<file path="src/rtl/seg_route_port.sv">
module seg_route_port #(
  parameter int DW    = 16,
  parameter int SEGS  = 4,
  parameter int DEPTH = 16
) (
  input  logic          clk,
  input  logic          rst_n,
  input  logic          ce,
  input  logic          we,
  input  logic          cmd,
  input  logic [DW-1:0] din,
  output logic [DW-1:0] dout
);
  localparam int WW = DW * SEGS;
  localparam int AW = $clog2(DEPTH);
  localparam int SW = $clog2(SEGS);
  localparam logic [3:0] OP_SPS = 4'd1, OP_SPD = 4'd2, OP_TCO = 4'd3,
                         OP_SFG = 4'd4, OP_SBG = 4'd5;
  localparam logic [1:0] SEL_CMP = 2'd0, SEL_M1 = 2'd1, SEL_M2 = 2'd2, SEL_MEM = 2'd3;

  logic          bank;
  logic [1:0]    ps_q   [2];
  logic [1:0]    pd_q   [2];
  logic [DW-1:0] ctl_q  [2];
  logic [DW-1:0] sctl_q [2];
  logic [AW-1:0] adr_q  [2];
  logic [WW-1:0] m1_q   [2];
  logic [DW-1:0] page_q, nfa_q, dsel_q;
  logic [WW-1:0] cmp_q, m2_q;
  logic [WW-1:0] mem_q  [DEPTH];
  logic [SW-1:0] src_seg, dst_seg;
  logic          tco_pend;
  logic [2:0]    tco_tgt;

  wire dwr = ce & we & ~cmd;
  wire drd = ce & ~we & ~cmd;
  wire cwr = ce & we & cmd;
  wire crd = ce & ~we & cmd;
  wire [3:0] op = din[DW-1 -: 4];
  wire instr = cwr & ~tco_pend;

  wire [1:0]    ps_a = ps_q[bank];
  wire [1:0]    pd_a = pd_q[bank];
  wire [AW-1:0] adr_a = adr_q[bank];

  wire [SW-1:0] src_nxt = (src_seg == SW'(SEGS-1)) ? '0 : src_seg + 1'b1;
  wire [SW-1:0] dst_nxt = (dst_seg == SW'(SEGS-1)) ? '0 : dst_seg + 1'b1;

  logic [WW-1:0] src_word;
  always_comb begin
    case (ps_a)
      SEL_CMP: src_word = cmp_q;
      SEL_M1:  src_word = m1_q[bank];
      SEL_M2:  src_word = m2_q;
      default: src_word = mem_q[adr_a];
    endcase
  end
  wire [DW-1:0] src_seg_data = src_word[int'(src_seg)*DW +: DW];

  logic [DW-1:0] status;
  always_comb begin
    status = '0;
    status[SW-1:0]          = src_seg;
    status[2*SW-1:SW]       = dst_seg;
    status[2*SW]            = bank;
    status[2*SW+2:2*SW+1]   = ps_a;
    status[2*SW+4:2*SW+3]   = pd_a;
  end

  logic [DW-1:0] ovr_rd;
  always_comb begin
    case (tco_tgt)
      3'd0:    ovr_rd = ctl_q[bank];
      3'd1:    ovr_rd = page_q;
      3'd2:    ovr_rd = sctl_q[bank];
      3'd3:    ovr_rd = DW'(adr_a);
      3'd4:    ovr_rd = nfa_q;
      3'd5:    ovr_rd = dsel_q;
      3'd6:    ovr_rd = DW'(ps_a);
      default: ovr_rd = DW'(pd_a);
    endcase
  end

  always_ff @(posedge clk) begin
    if (!rst_n) begin
      bank     <= 1'b0;
      src_seg  <= '0;
      dst_seg  <= '0;
      tco_pend <= 1'b0;
      tco_tgt  <= '0;
      page_q   <= '0;
      nfa_q    <= '0;
      dsel_q   <= '0;
      for (int b = 0; b < 2; b++) begin
        ps_q[b]   <= SEL_CMP;
        pd_q[b]   <= SEL_CMP;
        ctl_q[b]  <= '0;
        sctl_q[b] <= '0;
        adr_q[b]  <= '0;
      end
    end else begin
      if (dwr) dst_seg <= dst_nxt;
      if (drd) src_seg <= src_nxt;
      if (crd) tco_pend <= 1'b0;
      if (cwr && tco_pend) begin
        tco_pend <= 1'b0;
        case (tco_tgt)
          3'd0:    ctl_q[bank]  <= din;
          3'd1:    page_q       <= din;
          3'd2:    sctl_q[bank] <= din;
          3'd3:    adr_q[bank]  <= din[AW-1:0];
          3'd4:    nfa_q        <= din;
          3'd5:    dsel_q       <= din;
          default: ;
        endcase
      end
      if (instr) begin
        case (op)
          OP_SPS: begin ps_q[bank] <= din[1:0]; src_seg <= '0; end
          OP_SPD: begin pd_q[bank] <= din[1:0]; dst_seg <= '0; end
          OP_TCO: begin tco_pend <= 1'b1; tco_tgt <= din[2:0]; end
          OP_SFG: begin bank <= 1'b0; src_seg <= '0; dst_seg <= '0; end
          OP_SBG: begin bank <= 1'b1; src_seg <= '0; dst_seg <= '0; end
          default: ;
        endcase
      end
    end
  end

  always_ff @(posedge clk) begin
    if (!rst_n) begin
      cmp_q <= '0;
      m2_q  <= '0;
      for (int b = 0; b < 2; b++) m1_q[b] <= '0;
      for (int i = 0; i < DEPTH; i++) mem_q[i] <= '0;
    end else if (dwr) begin
      case (pd_a)
        SEL_CMP: cmp_q[int'(dst_seg)*DW +: DW]        <= din;
        SEL_M1:  m1_q[bank][int'(dst_seg)*DW +: DW]   <= din;
        SEL_M2:  m2_q[int'(dst_seg)*DW +: DW]         <= din;
        default: mem_q[adr_a][int'(dst_seg)*DW +: DW] <= din;
      endcase
    end
  end

  always_ff @(posedge clk) begin
    if (!rst_n)   dout <= '0;
    else if (crd) dout <= tco_pend ? ovr_rd : status;
    else if (drd) dout <= src_seg_data;
  end
endmodule

</file>
<file path="config.mk">
export PLATFORM = sky130hd
export DESIGN_NAME = seg_route_port
export DESIGN_NICKNAME = d
export VERILOG_FILES = /design/src/rtl/seg_route_port.sv
export SDC_FILE = /design/constraint.sdc
export NUM_CORES = 2
export LEC_CHECK = 0
export CORE_ASPECT_RATIO = 1.5
export CORE_MARGIN = 5
export CORE_UTILIZATION = 50
export CTS_BUF_LIST = sky130_fd_sc_hd__clkbuf_2
export DETAILED_ROUTE_END_ITERATION = 10
export PLACE_DENSITY = 0.76
export SYNTH_ARGS = -nofsm -noshare
export SYNTH_HDL_FRONTEND = slang
export SYNTH_SLANG_ARGS = --single-unit
</file>
<file path="constraint.sdc">
create_clock -name clk -period 6.4 [get_ports clk]
set_clock_uncertainty 0.05 [all_clocks]
set_input_delay 1.28 -clock clk [delete_from_list [all_inputs] [get_ports clk]]
set_output_delay 1.28 -clock clk [all_outputs]
set_load 0.01 [all_outputs]
</file>
==> key figures <==
Clock network
  • TritonCTS Buffers: 319
  • CTS tree: done
  • Hold_buf cts: 0
  • Clock-pin slew on the worst setup and hold paths: 0.13 ns
  • CTS sink cnt: 1,434
  • Clk_lat worst skew: 1.69 ns
  • Resize count post-CTS: 0
  • Max clock buf depth: 4
  • H-tree depth: 5
  • Post-CTS repair timing setup buffer count: 0
  • CTS Root Cell: clkbuf_2

Die
  • Initial Util: 0.502
  • Num ports: 37
  • Die Ht: 444 um
  • Site Rows: 159
  • Core outline area: 0.125 sq mm
  • Die width: 299 um
  • Die area: 0.133 sq mm

Logic synthesis
  • Leading area contributor after synthesis: edfxtp_1
  • Ys flop type: edfxtp_1
  • Post-synth EDFFs: 1,232
  • Top post-synthesis cells by area: edfxtp_1 59%, nor2_1 8.1%, mux4_2 7.4%
  • Share of Yosys cell area claimed by the top area cell type: 0.590
  • Syn_area_per_cell: 12.1 sq um
  • Synth Cell Area: 0.0627 sq mm
  • Async set-reset flop share out of synthesis: 0
  • Sequential area share after synthesis: 0.655
  • Post-Syn Instances: 5,195
  • Synth Warn #: 0
  • Net count after synthesis: 5,221
  • FF+latch count, synth: 1,434
  • Synth cell types: 61

Route
  • Met2 WL: 83.7 mm
  • Via count: 43,900
  • Residual DRC: 0
  • TritonRoute pass-1 iters: 10
  • Vias per inst: 6.20
  • Routed met1 length: 59.8 mm
  • WL final: 181 mm
  • Top sig layer: met5
  • Routed wl met3: 20.7 mm
  • Drt first-iter violations: 6,234
  • Antenna Nets Post-Route: 0
  • WL per Instance: 25.6 um

Cells and area
  • Area grow syn2layout: 7.18%
  • Nets: 5,251
  • FILL cells: 10,200
  • Most frequent cells in the layout: 1,341 x nor2_1, 1,232 x edfxtp_1, 671 x nand2_1
  • Most common cell after layout, fill and taps aside: nor2_1
  • Share of cells above drive strength 1: 0.171

Global route
  • First-pass GRT wire length: 268 mm
  • Largest net degree at the start of global routing: 121
  • Initial antenna violation count: 9
  • Vias in the first global route: 42,600
  • GR Util All Layers: 0.268
  • Total gr overflow: 0

Power
  • Peak supply drop: 142 uV
  • Total Power: 17.1 mW
  • Power per cell area: 254 mW/mm^2
  • Leak: 22.4 nW

STA
  • Final hold violations: 0
  • Final Slew Violations: 0
  • Max-Slew Margin vs Limit: 0.108
  • Fmax: 0.205 GHz
  • Setup violators final: 0
  • Fin Setup TNS: 0 ns
  • Measured slew at the worst slew-check pin: 1.33 ns
  • Final period util: 0.762
  • RSZ-0062 raised after global routing: false
  • Final min period: 4.87 ns

Placed design
  • Routability Congestion: 0.980
  • Port bufs: 36
  • Dpl hpwl: 117 mm

Critical path
  • Worst EP arrival: 6.37 ns
  • CP peak stage delay: 0.99 ns
  • CP Class: reg2reg
  • Crit-path cells: mux2_8, buf_4, mux4_2, a222oi_1, a31oi_1, nor4_1, nor3_1
  • Critical Path Source Type: flop
  • CP Data Required Time: 7.89 ns
  • Crit end category: flop
  • Worst Path Max Fanout: 105
  • Slowest-stage cell, CP: dfxtp_4
  • R2r setup slk: 1.53 ns

Status
  • Status: complete, no violations

Hold path
  • Worst min path class: in2reg

Flow run
  • Max-cap check violation count: 0
-- final timing paths --
kind         cells past startpoint  startpoint       end
min reg2reg                      2    m2_q[16]  m2_q[16]
max reg2reg                      7        flop   dout[2]
max                              7        flop   dout[2]
min                              4      din[2]  nfa_q[2]
-- registers in the layout, indices dropped and copies added (netlist names), 4 cells and up, named ones only --
name	flops
m1_q	128
dout	16
nfa_q	16
cmp_q	64
m2_q	64
adr_q	8
ctl_q	32
sctl_q	32
dsel_q	16
mem_q	1024
page_q	16
pd_q	4
ps_q	4
-- power by group --
group	leakage (nW)	switching, mW	internal, mW
logic	5.89	0.707	0.280
clock network	2.12	3.57	2.03
registers	14.3	0.107	10.4
total	22.4	4.38	12.7
-- per-layer routing --
| layer | vias up | GRT usage |
|---|---|---|
| met5 | - | 0 |
| met4 | 4 | 0.201 |
| li1 | 18900 | - |
| met3 | 700 | 0.0615 |
| met2 | 3212 | 0.422 |
| met1 | 21100 | 0.322 |
-- synthesized netlist by cell type (4+ instances only) --
master	n
a22oi_1	119
a221o_1	6
nand3_1	117
or3_1	5
inv_1	11
edfxtp_1	1232
nor2_1	1347
nand4_1	98
nand2_1	673
a31oi_1	32
o221ai_1	7
mux2i_1	99
nand2b_1	6
o32ai_1	7
buf_6	6
buf_1	27
a222oi_1	14
buf_4	11
nor4_1	6
dfxtp_1	202
nor3_1	24
a32oi_1	19
mux2_2	86
buf_2	90
clkbuf_1	334
nor2b_1	4
o21ai_0	50
a221oi_1	32
ha_1	5
and2_1	65
and3_1	4
mux4_2	205
a21oi_1	202
o22ai_1	5
-- final cells by class --
class / instances / area [sq um] / share of cell area
antenna: 11 / 27.5 / 0.000410
clock buffer: 445 / 2230 / 0.0331
clock inverter: 105 / 520 / 0.00775
inverter: 13 / 53.8 / 0.000801
multi-input combinational: 3280 / 19800 / 0.295
sequential: 1434 / 41000 / 0.611
tap: 1610 / 2010 / 0.0300
timing repair buffer: 177 / 1470 / 0.0218
-- worst max-delay path: cells and delay by family (launching register included) --
kind            cells  cell delay [ns]
compound gates      2             1.00
buf+inv             1             0.62
flops               1             0.99
mux                 2             1.29
simple gates        2             0.50
-- cells by family after synthesis --
kind of cell    share of synthesized area
flops                               0.655
simple gates                        0.152
fa+ha+maj                        0.000998
compound gates                     0.0550
buf+inv                            0.0320
mux                                 0.105
-- per-stage QoR --
step / std cells / hold WS [ns] / worst slack [ns] / area, sq um / utilization
after floorplan: 5195 / 0.383 / 2.63 / 62700 / -
after global placement: 6514 / 0.388 / 1.20 / 64400 / 0.516
after detailed placement: 6514 / 0.396 / 1.11 / 64400 / 0.516
after CTS: 7064 / 0.211 / 1.65 / 67200 / 0.538
after global routing: 7069 / 0.245 / 1.40 / 67200 / 0.538
final: 7075 / 0.375 / 1.53 / 67200 / 0.538
Power figures use the tool's default switching activity.
